===== src/rtl/feat_list_walker.sv =====
module feat_list_walker #(
  parameter int AW       = 48,
  parameter int MAX_FEAT = 64
) (
  input  logic          clk,
  input  logic          rst_n,
  input  logic          start,
  input  logic [AW-1:0] base_addr,
  output logic          busy,
  output logic          done,
  output logic          err,
  output logic          rd_req_valid,
  input  logic          rd_req_ready,
  output logic [AW-1:0] rd_req_addr,
  input  logic          rd_rsp_valid,
  input  logic [63:0]   rd_rsp_data,
  output logic          rec_valid,
  input  logic          rec_ready,
  output logic [AW-1:0] rec_hdr_addr,
  output logic [3:0]    rec_type,
  output logic [7:0]    rec_ver,
  output logic [3:0]    rec_rev,
  output logic [11:0]   rec_id,
  output logic [AW-1:0] rec_reg_base,
  output logic [31:0]   rec_reg_size
);

  localparam int CW = $clog2(MAX_FEAT + 1);

  typedef enum logic [1:0] {S_IDLE, S_REQ, S_WAIT, S_EMIT} st_t;

  st_t          st;
  logic [2:0]   widx;
  logic         eol;
  logic [23:0]  nxt;
  logic [CW-1:0] cnt;

  // AW is at most 64; the address word keeps bits AW-1:1
  wire [AW-1:0] addr_word = {rd_rsp_data[AW-1:1], 1'b0};
  wire          link_bad  = (rd_rsp_data[39:16] == 24'd0) || (rd_rsp_data[18:16] != 3'd0);
  wire          at_limit  = (cnt == CW'(MAX_FEAT));

  assign busy         = (st != S_IDLE);
  assign rd_req_valid = (st == S_REQ);
  assign rec_valid    = (st == S_EMIT);
  assign rd_req_addr  = rec_hdr_addr + AW'({widx, 3'b000});

  always_ff @(posedge clk or negedge rst_n) begin
    if (!rst_n) begin
      st           <= S_IDLE;
      done         <= 1'b0;
      err          <= 1'b0;
      widx         <= '0;
      eol          <= 1'b0;
      nxt          <= '0;
      cnt          <= '0;
      rec_hdr_addr <= '0;
      rec_type     <= '0;
      rec_ver      <= '0;
      rec_rev      <= '0;
      rec_id       <= '0;
      rec_reg_base <= '0;
      rec_reg_size <= '0;
    end else begin
      unique case (st)
        S_IDLE: if (start) begin
          rec_hdr_addr <= {base_addr[AW-1:3], 3'b000};
          widx         <= '0;
          cnt          <= '0;
          done         <= 1'b0;
          err          <= 1'b0;
          st           <= S_REQ;
        end
        S_REQ: if (rd_req_ready) st <= S_WAIT;
        S_WAIT: if (rd_rsp_valid) begin
          unique case (widx)
            3'd0: begin
              rec_type <= rd_rsp_data[63:60];
              rec_ver  <= rd_rsp_data[59:52];
              eol      <= rd_rsp_data[40];
              nxt      <= rd_rsp_data[39:16];
              rec_rev  <= rd_rsp_data[15:12];
              rec_id   <= rd_rsp_data[11:0];
              if (at_limit || (!rd_rsp_data[40] && link_bad)) begin
                err <= 1'b1;
                st  <= S_IDLE;
              end else if (rd_rsp_data[59:52] == 8'd0) begin
                rec_reg_base <= rec_hdr_addr;
                rec_reg_size <= '0;
                st           <= S_EMIT;
              end else begin
                widx <= 3'd3;
                st   <= S_REQ;
              end
            end
            3'd3: begin
              rec_reg_base <= rd_rsp_data[0] ? addr_word : rec_hdr_addr + addr_word;
              widx         <= 3'd4;
              st           <= S_REQ;
            end
            default: begin
              rec_reg_size <= rd_rsp_data[63:32];
              st           <= S_EMIT;
            end
          endcase
        end
        S_EMIT: if (rec_ready) begin
          cnt <= cnt + 1'b1;
          if (eol) begin
            done <= 1'b1;
            st   <= S_IDLE;
          end else begin
            rec_hdr_addr <= rec_hdr_addr + AW'(nxt);
            widx         <= '0;
            st           <= S_REQ;
          end
        end
        default: st <= S_IDLE;
      endcase
    end
  end

endmodule


===== config.mk =====
export PLATFORM = sky130hd
export DESIGN_NAME = feat_list_walker
export DESIGN_NICKNAME = d
export VERILOG_FILES = /design/src/rtl/feat_list_walker.sv
export SDC_FILE = /design/constraint.sdc
export NUM_CORES = 1
export LEC_CHECK = 0
export CORE_ASPECT_RATIO = 1.25
export CORE_MARGIN = 2
export CORE_UTILIZATION = 46
export DETAILED_ROUTE_END_ITERATION = 6
export GPL_TIMING_DRIVEN = 0
export PLACE_DENSITY_LB_ADDON = 0.15
export SKIP_CTS_REPAIR_TIMING = 1
export SYNTH_ARGS = -nofsm -noshare
export SYNTH_HDL_FRONTEND = slang
export SYNTH_SLANG_ARGS = --single-unit
export TNS_END_PERCENT = 50

===== constraint.sdc =====
create_clock -name clk -period 3.68 [get_ports clk]
set_input_delay 1.104 -clock clk [delete_from_list [all_inputs] [get_ports clk]]
set_output_delay 1.104 -clock clk [all_outputs]
set_load 0.02 [all_outputs]

; Yosys cells after proc, flatten, opt, wreduce, memory -nomap -nowiden
; Cells that the tools add are included.
[word_totals]
in_bits = 118
ff_bits = 195
[classes]
reduce_logical = 23
n_addsub = 4
bitwise_logic = 1
n_eq_ne = 18
mux = 39
[ops]
columns = cell, n
row1 = two-way mux 48 bit, 6
row2 = one-hot mux 48 bit (2 select lines), 2
row3 = two-way mux 32 bit, 2
row4 = one-hot mux 32 bit (2 select lines), 1
row5 = adder 48 x 24 -> 48 bit, 1
row6 = adder 48 bit, 1
row7 = adder 48 x 6 -> 48 bit, 1
row8 = logical NOT 24 bit, 1
row9 = two-way mux 3 bit, 6
row10 = AND reduction 5 bit, 3
row11 = two-way mux 7 bit, 2
row12 = != test 2 bit (second input constant), 7
row13 = one-hot mux 7 bit (2 select lines), 1
row14 = two-way mux 2 bit, 6
row15 = AND reduction 4 bit, 3
row16 = != test 3 bit (second input constant), 3
row17 = one-hot mux 3 bit (3 select lines), 1
row18 = logical NOT 8 bit, 1
row19 = one-hot mux 2 bit (4 select lines), 1
row20 = AND reduction 8 bit, 1
row21 = nonzero test 2 bit, 4
row22 = adder 7 x 1 -> 7 bit (second input constant), 1
row23 = equality test 7 bit (second input constant), 1
row24 = two-way mux 1 bit, 7
row25 = 15 further kinds, 22

; Logic depth before layout (Yosys ltp)
[depth]
ltp_word = 8
ltp_mapped = 13

; Least setup slack after synthesis
; No wires, ideal clock.
[synth_path]
path_type = flip-flop to output port
from = register widx[1]
to = output port rd_req_addr[31]
arrival_ps = 2745
path_slack_ps = -169
stages_incl_launch_ff = 12
required_ps = 2576
path_cell_list = dfrtp_1 inv_1 clkbuf_1 clkbuf_1 fa_1 nor2b_1 o21bai_1 nor2_1 nand2_1 nor2_1 nand2_1 xnor2_1
[synth_via]
elab_chain_cells = 1
[synth_lines]
columns = element, line_no
row1 = start: declaration, 33  ; logic [2:0] widx;
row2 = start signal: assignment, 53  ; widx <= '0;
row3 = start signal: assignment, 68  ; widx <= '0;
row4 = start signal: assignment, 92  ; widx <= 3'd3;
row5 = adder 48 x 6 -> 48 bit, 46  ; assign rd_req_addr = rec_hdr_addr + AW'({widx, 3'b000});
row6 = end: declaration, 14  ; output logic [AW-1:0] rd_req_addr,
; No other way between the ends.

; Final worst setup path
[layout_path]
from = register rec_hdr_addr[14]
to = output port rd_req_addr[44]
[layout_via]
elab_chain_cells = 1
[layout_lines]
columns = element, line_no
row1 = start: declaration, 19  ; output logic [AW-1:0] rec_hdr_addr,
row2 = start signal: assignment, 67  ; rec_hdr_addr <= {base_addr[AW-1:3], 3'b000};
row3 = start signal: assignment, 113  ; rec_hdr_addr <= rec_hdr_addr + AW'(nxt);
row4 = adder 48 x 6 -> 48 bit, 46
; No other way between the ends.

==> impl_metrics.env <==
export IMPL_outcome="finished with violations"
export IMPL_violations="setup timing"
export IMPL_clkTransAtPathRegs_ns=0.08
export IMPL_maxCapViolations=0
export IMPL_grt_pass1_vias=13800
export IMPL_insertion_delay_ns=0.46
export IMPL_syn2layout_area_growth_pct=43.3
export IMPL_p_per_area_nw_per_um2=1000
export IMPL_synth_top_cell_by_area="dfrtp_1"
export IMPL_yosysWarnings=0
export IMPL_die_y_um=196
export IMPL_synthCells=1574
export IMPL_max_freq_ghz=0.245
export IMPL_finalWirelength_um=55900
export IMPL_hold_class="reg -> reg"
export IMPL_slowest_delay_ns=0.44
export IMPL_ys_top_cells_by_area="dfrtp_1, ha_1, nand2_1"
export IMPL_yosysSeqAreaShare_pct=35.7
export IMPL_grt_use_total_pct=34.6
export IMPL_path_max_fanout=5
export IMPL_end_kind="output pin"
export IMPL_fin_skew_ns=0.0201
export IMPL_place_congestion=0.940
export IMPL_dp_hpwl_um=41900
export IMPL_leakage_nw=8.50
export IMPL_rows=70
export IMPL_use_met3_pct=4.97
export IMPL_ant_nets=0
export IMPL_ir_drop_mv=0.806
export IMPL_crit_family="simple AND/OR/NAND/NOR gates"
export IMPL_cp_num_buf_inv=2
export IMPL_synthAdderAreaFrac_pct=7.80
export IMPL_grtUsageMet1_pct=45.3
export IMPL_port_buffers=323
export IMPL_routedWlPerCell_um=23.5
export IMPL_nNetsFinal=2170
export IMPL_cts_root_buf="clkbuf_16"
export IMPL_synth_edf_count=0
export IMPL_critPathLaunchType="register"
export IMPL_finalPower_w=0.0195
export IMPL_synth_compound_area_share_pct=24.5
export IMPL_grt_max_degree=100
export IMPL_placedInstanceArea_sq_um=17400
export IMPL_dieArea_sq_um=31000
export IMPL_via_count=14600
export IMPL_cell_internal_pwr_w=0.00979
export IMPL_crit_top_cell="and3_4"
export IMPL_core_sq_um=29200
export IMPL_cts_sinks=194
export IMPL_setup_violations_final=26
export IMPL_top_usage_layer="met2"
export IMPL_worst_hold_slack_ns=0.476
export IMPL_comb_power_share_pct=67.8
export IMPL_synthMuxAreaShare_pct=5.20
export IMPL_worst_setup_path_type="reg -> out"
export IMPL_place_inst=2294
export IMPL_yosysTopAreaCellShare_pct=35.7
export IMPL_crit_chain="and3_4 -> and3_4 -> nand4_1 -> nor3_4 -> and2_4 -> nor2b_4 -> buf_6 -> and3_4 -> nand2_2 -> xnor2_2 -> buf_4"
export IMPL_viasPerCell=6.13
export IMPL_power_share_clock_pct=10.1
export IMPL_cts_tree="done"
export IMPL_p_sw_w=0.00971
export IMPL_slew_headroom_pct=28.3
export IMPL_synth_xor_area_share_pct=6.70
export IMPL_fin_area_sq_um=19500
export IMPL_drive_gt1_share_pct=18.1
export IMPL_syn_cell_area_sq_um=13600
export IMPL_dr_pass1_iters=5
export IMPL_instances_no_fill=2378
export IMPL_post_route_util_pct=66.8
export IMPL_syn_avg_cell_area_sq_um=8.64
export IMPL_antenna_found_initial=1
export IMPL_mappedNetlistNets=1775
export IMPL_cts_made_buffers=17
export IMPL_slew_violations=0
export IMPL_worstPathArrival_ns=2.98
export IMPL_async_flop_share_pct=100
export IMPL_ctsLongestPathBuffers=2
export IMPL_io_pins=327
export IMPL_initial_utilization_pct=46.6
export IMPL_nFillCells=2456
export IMPL_grtUsageMet2_pct=56.9
export IMPL_grt_pass1_wl_um=81100
export IMPL_fin_ws_ns=-0.408
export IMPL_drt_iter0_markers=1158
export IMPL_die_w_um=158
export IMPL_most_common_layout_cells="clkdlybuf4s50_1, nand2_1, dfrtp_1, o21ai_0, nor2_1"
export IMPL_grt_remaining_overflow=0
export IMPL_critPathRequiredTime_ns=2.58
export IMPL_tightest_slew_ns=1.07
export IMPL_finalCriticalPeriod_ns=4.09
export IMPL_switching_share_pct=49.8
export IMPL_final_common_cell="clkdlybuf4s50_1"
export IMPL_synth_top_family_by_area="compound AO/OA/AOI/OAI gates"
export IMPL_p_seq_share_pct=22.1
export IMPL_synthDistinctLibCells=75
export IMPL_drc=0
export IMPL_synth_flop_cell="dfrtp_1"
export IMPL_rsz0062_at_grt="yes"
export IMPL_fin_crit_sh_pct=111
export IMPL_antenna_cells=0
export IMPL_slowest_stage="dfrtp_2"
export IMPL_h_tree_depth=4
export IMPL_hold_viol=0
export IMPL_ys_ff_latch=194
export IMPL_synth_simple_area_share_pct=16.4
[synthesized netlist by cell type, types with 14 or more instances]
master	n
nand3_1	42
nand2_1	198
nor2_1	127
nand4_1	23
xor2_1	42
dfrtp_1	194
a22o_1	24
clkbuf_1	73
xnor2_1	62
a221oi_1	23
and3_1	23
o211ai_1	16
nor3_1	31
a21oi_1	117
inv_1	42
mux2_2	53
ha_1	80
a21o_1	33
o22ai_1	14
o21ai_0	133
a31oi_1	21
[sequential cells by signal, indices dropped and copies added (netlist names)]
signal,cells
cnt,7
done,1
eol,1
err,1
nxt,24
rec_hdr_addr,48
rec_id,12
rec_reg_base,48
rec_reg_size,32
rec_rev,4
rec_type,4
rec_ver,8
st,2
widx,2
[worst paths after layout]
kind / from / to / slack, ns / cells after the start
worst max register to register: rec_hdr_addr[0] / rec_hdr_addr[34] / 0.11 / 11
worst min-delay path: rec_reg_base[45] / rec_reg_base[45] / 0.48 / 2
min in group asynchronous: rst_n / rec_reg_base[4] / 0.67 / 1
max in group asynchronous: rst_n / rec_hdr_addr[32] / 2.04 / 2
worst min register to register: rec_reg_base[45] / rec_reg_base[45] / 0.48 / 2
worst max-delay path: rec_hdr_addr[14] / rd_req_addr[44] / -0.41 / 11
[worst reg2reg max path, stage by stage, from the launching register on]
cell	delay [ns]
dfrtp_1	0.50
ha_1	0.29
fa_1	0.41
a21o_1	0.21
a21oi_1	0.23
o21bai_1	0.13
a31o_2	0.28
a221oi_2	0.35
o22a_2	0.29
a311oi_2	0.29
a211oi_1	0.32
a211oi_1	0.09
[metrics by stage]
stage | setup TNS [ns] | setup slack (ns)
after global placement | -1395.11 | -7.33
final | -5.89 | -0.408
after detailed placement | -120.37 | -1.49
after CTS | -84.31 | -1.98
after global routing | -7.45 | -0.463
after floorplan | 0 | 0.000885
[per-layer routing]
layer	vias up	wire, um	share of wire [%]
li1	6570	-	-
met2	722	26700	48
met4	0	2210	3.9
met5	-	0	0
met1	7157	22800	41
met3	121	4160	7.4
[power by group through the flow]
stage,Clock [W],Sequential [W],Combinational [W]
2_1_floorplan,0,0.00479,0.00667
3_3_place_gp,0,0.00431,0.0118
3_5_place_dp,0,0.00432,0.0119
4_1_cts,0.00198,0.00429,0.0120
5_1_grt,0.00206,0.00440,0.0141
6_report,0.00197,0.00431,0.0132
[final cells by class]
cell class / count / area (sq um) / share of cell area, %
clock buffers: 18 / 439 / 2.25
well taps: 396 / 495 / 2.54
plain buffers: 79 / 379 / 1.95
clock inverters: 14 / 166 / 0.854
flip-flops and latches: 194 / 4880 / 25.0
inverters: 43 / 164 / 0.841
repair buffers: 383 / 3780 / 19.4
multi-input cells: 1251 / 9180 / 47.1
[cells by family after synthesis]
family,after synthesis
multiplexers,64
XOR/XNOR,104
AND/OR/NAND/NOR,497
AO/OA/AOI/OAI,503
flip-flops,194
adder cells (fa/ha/maj),83
buffers and inverters,129
(Power assumes the default switching activity.)
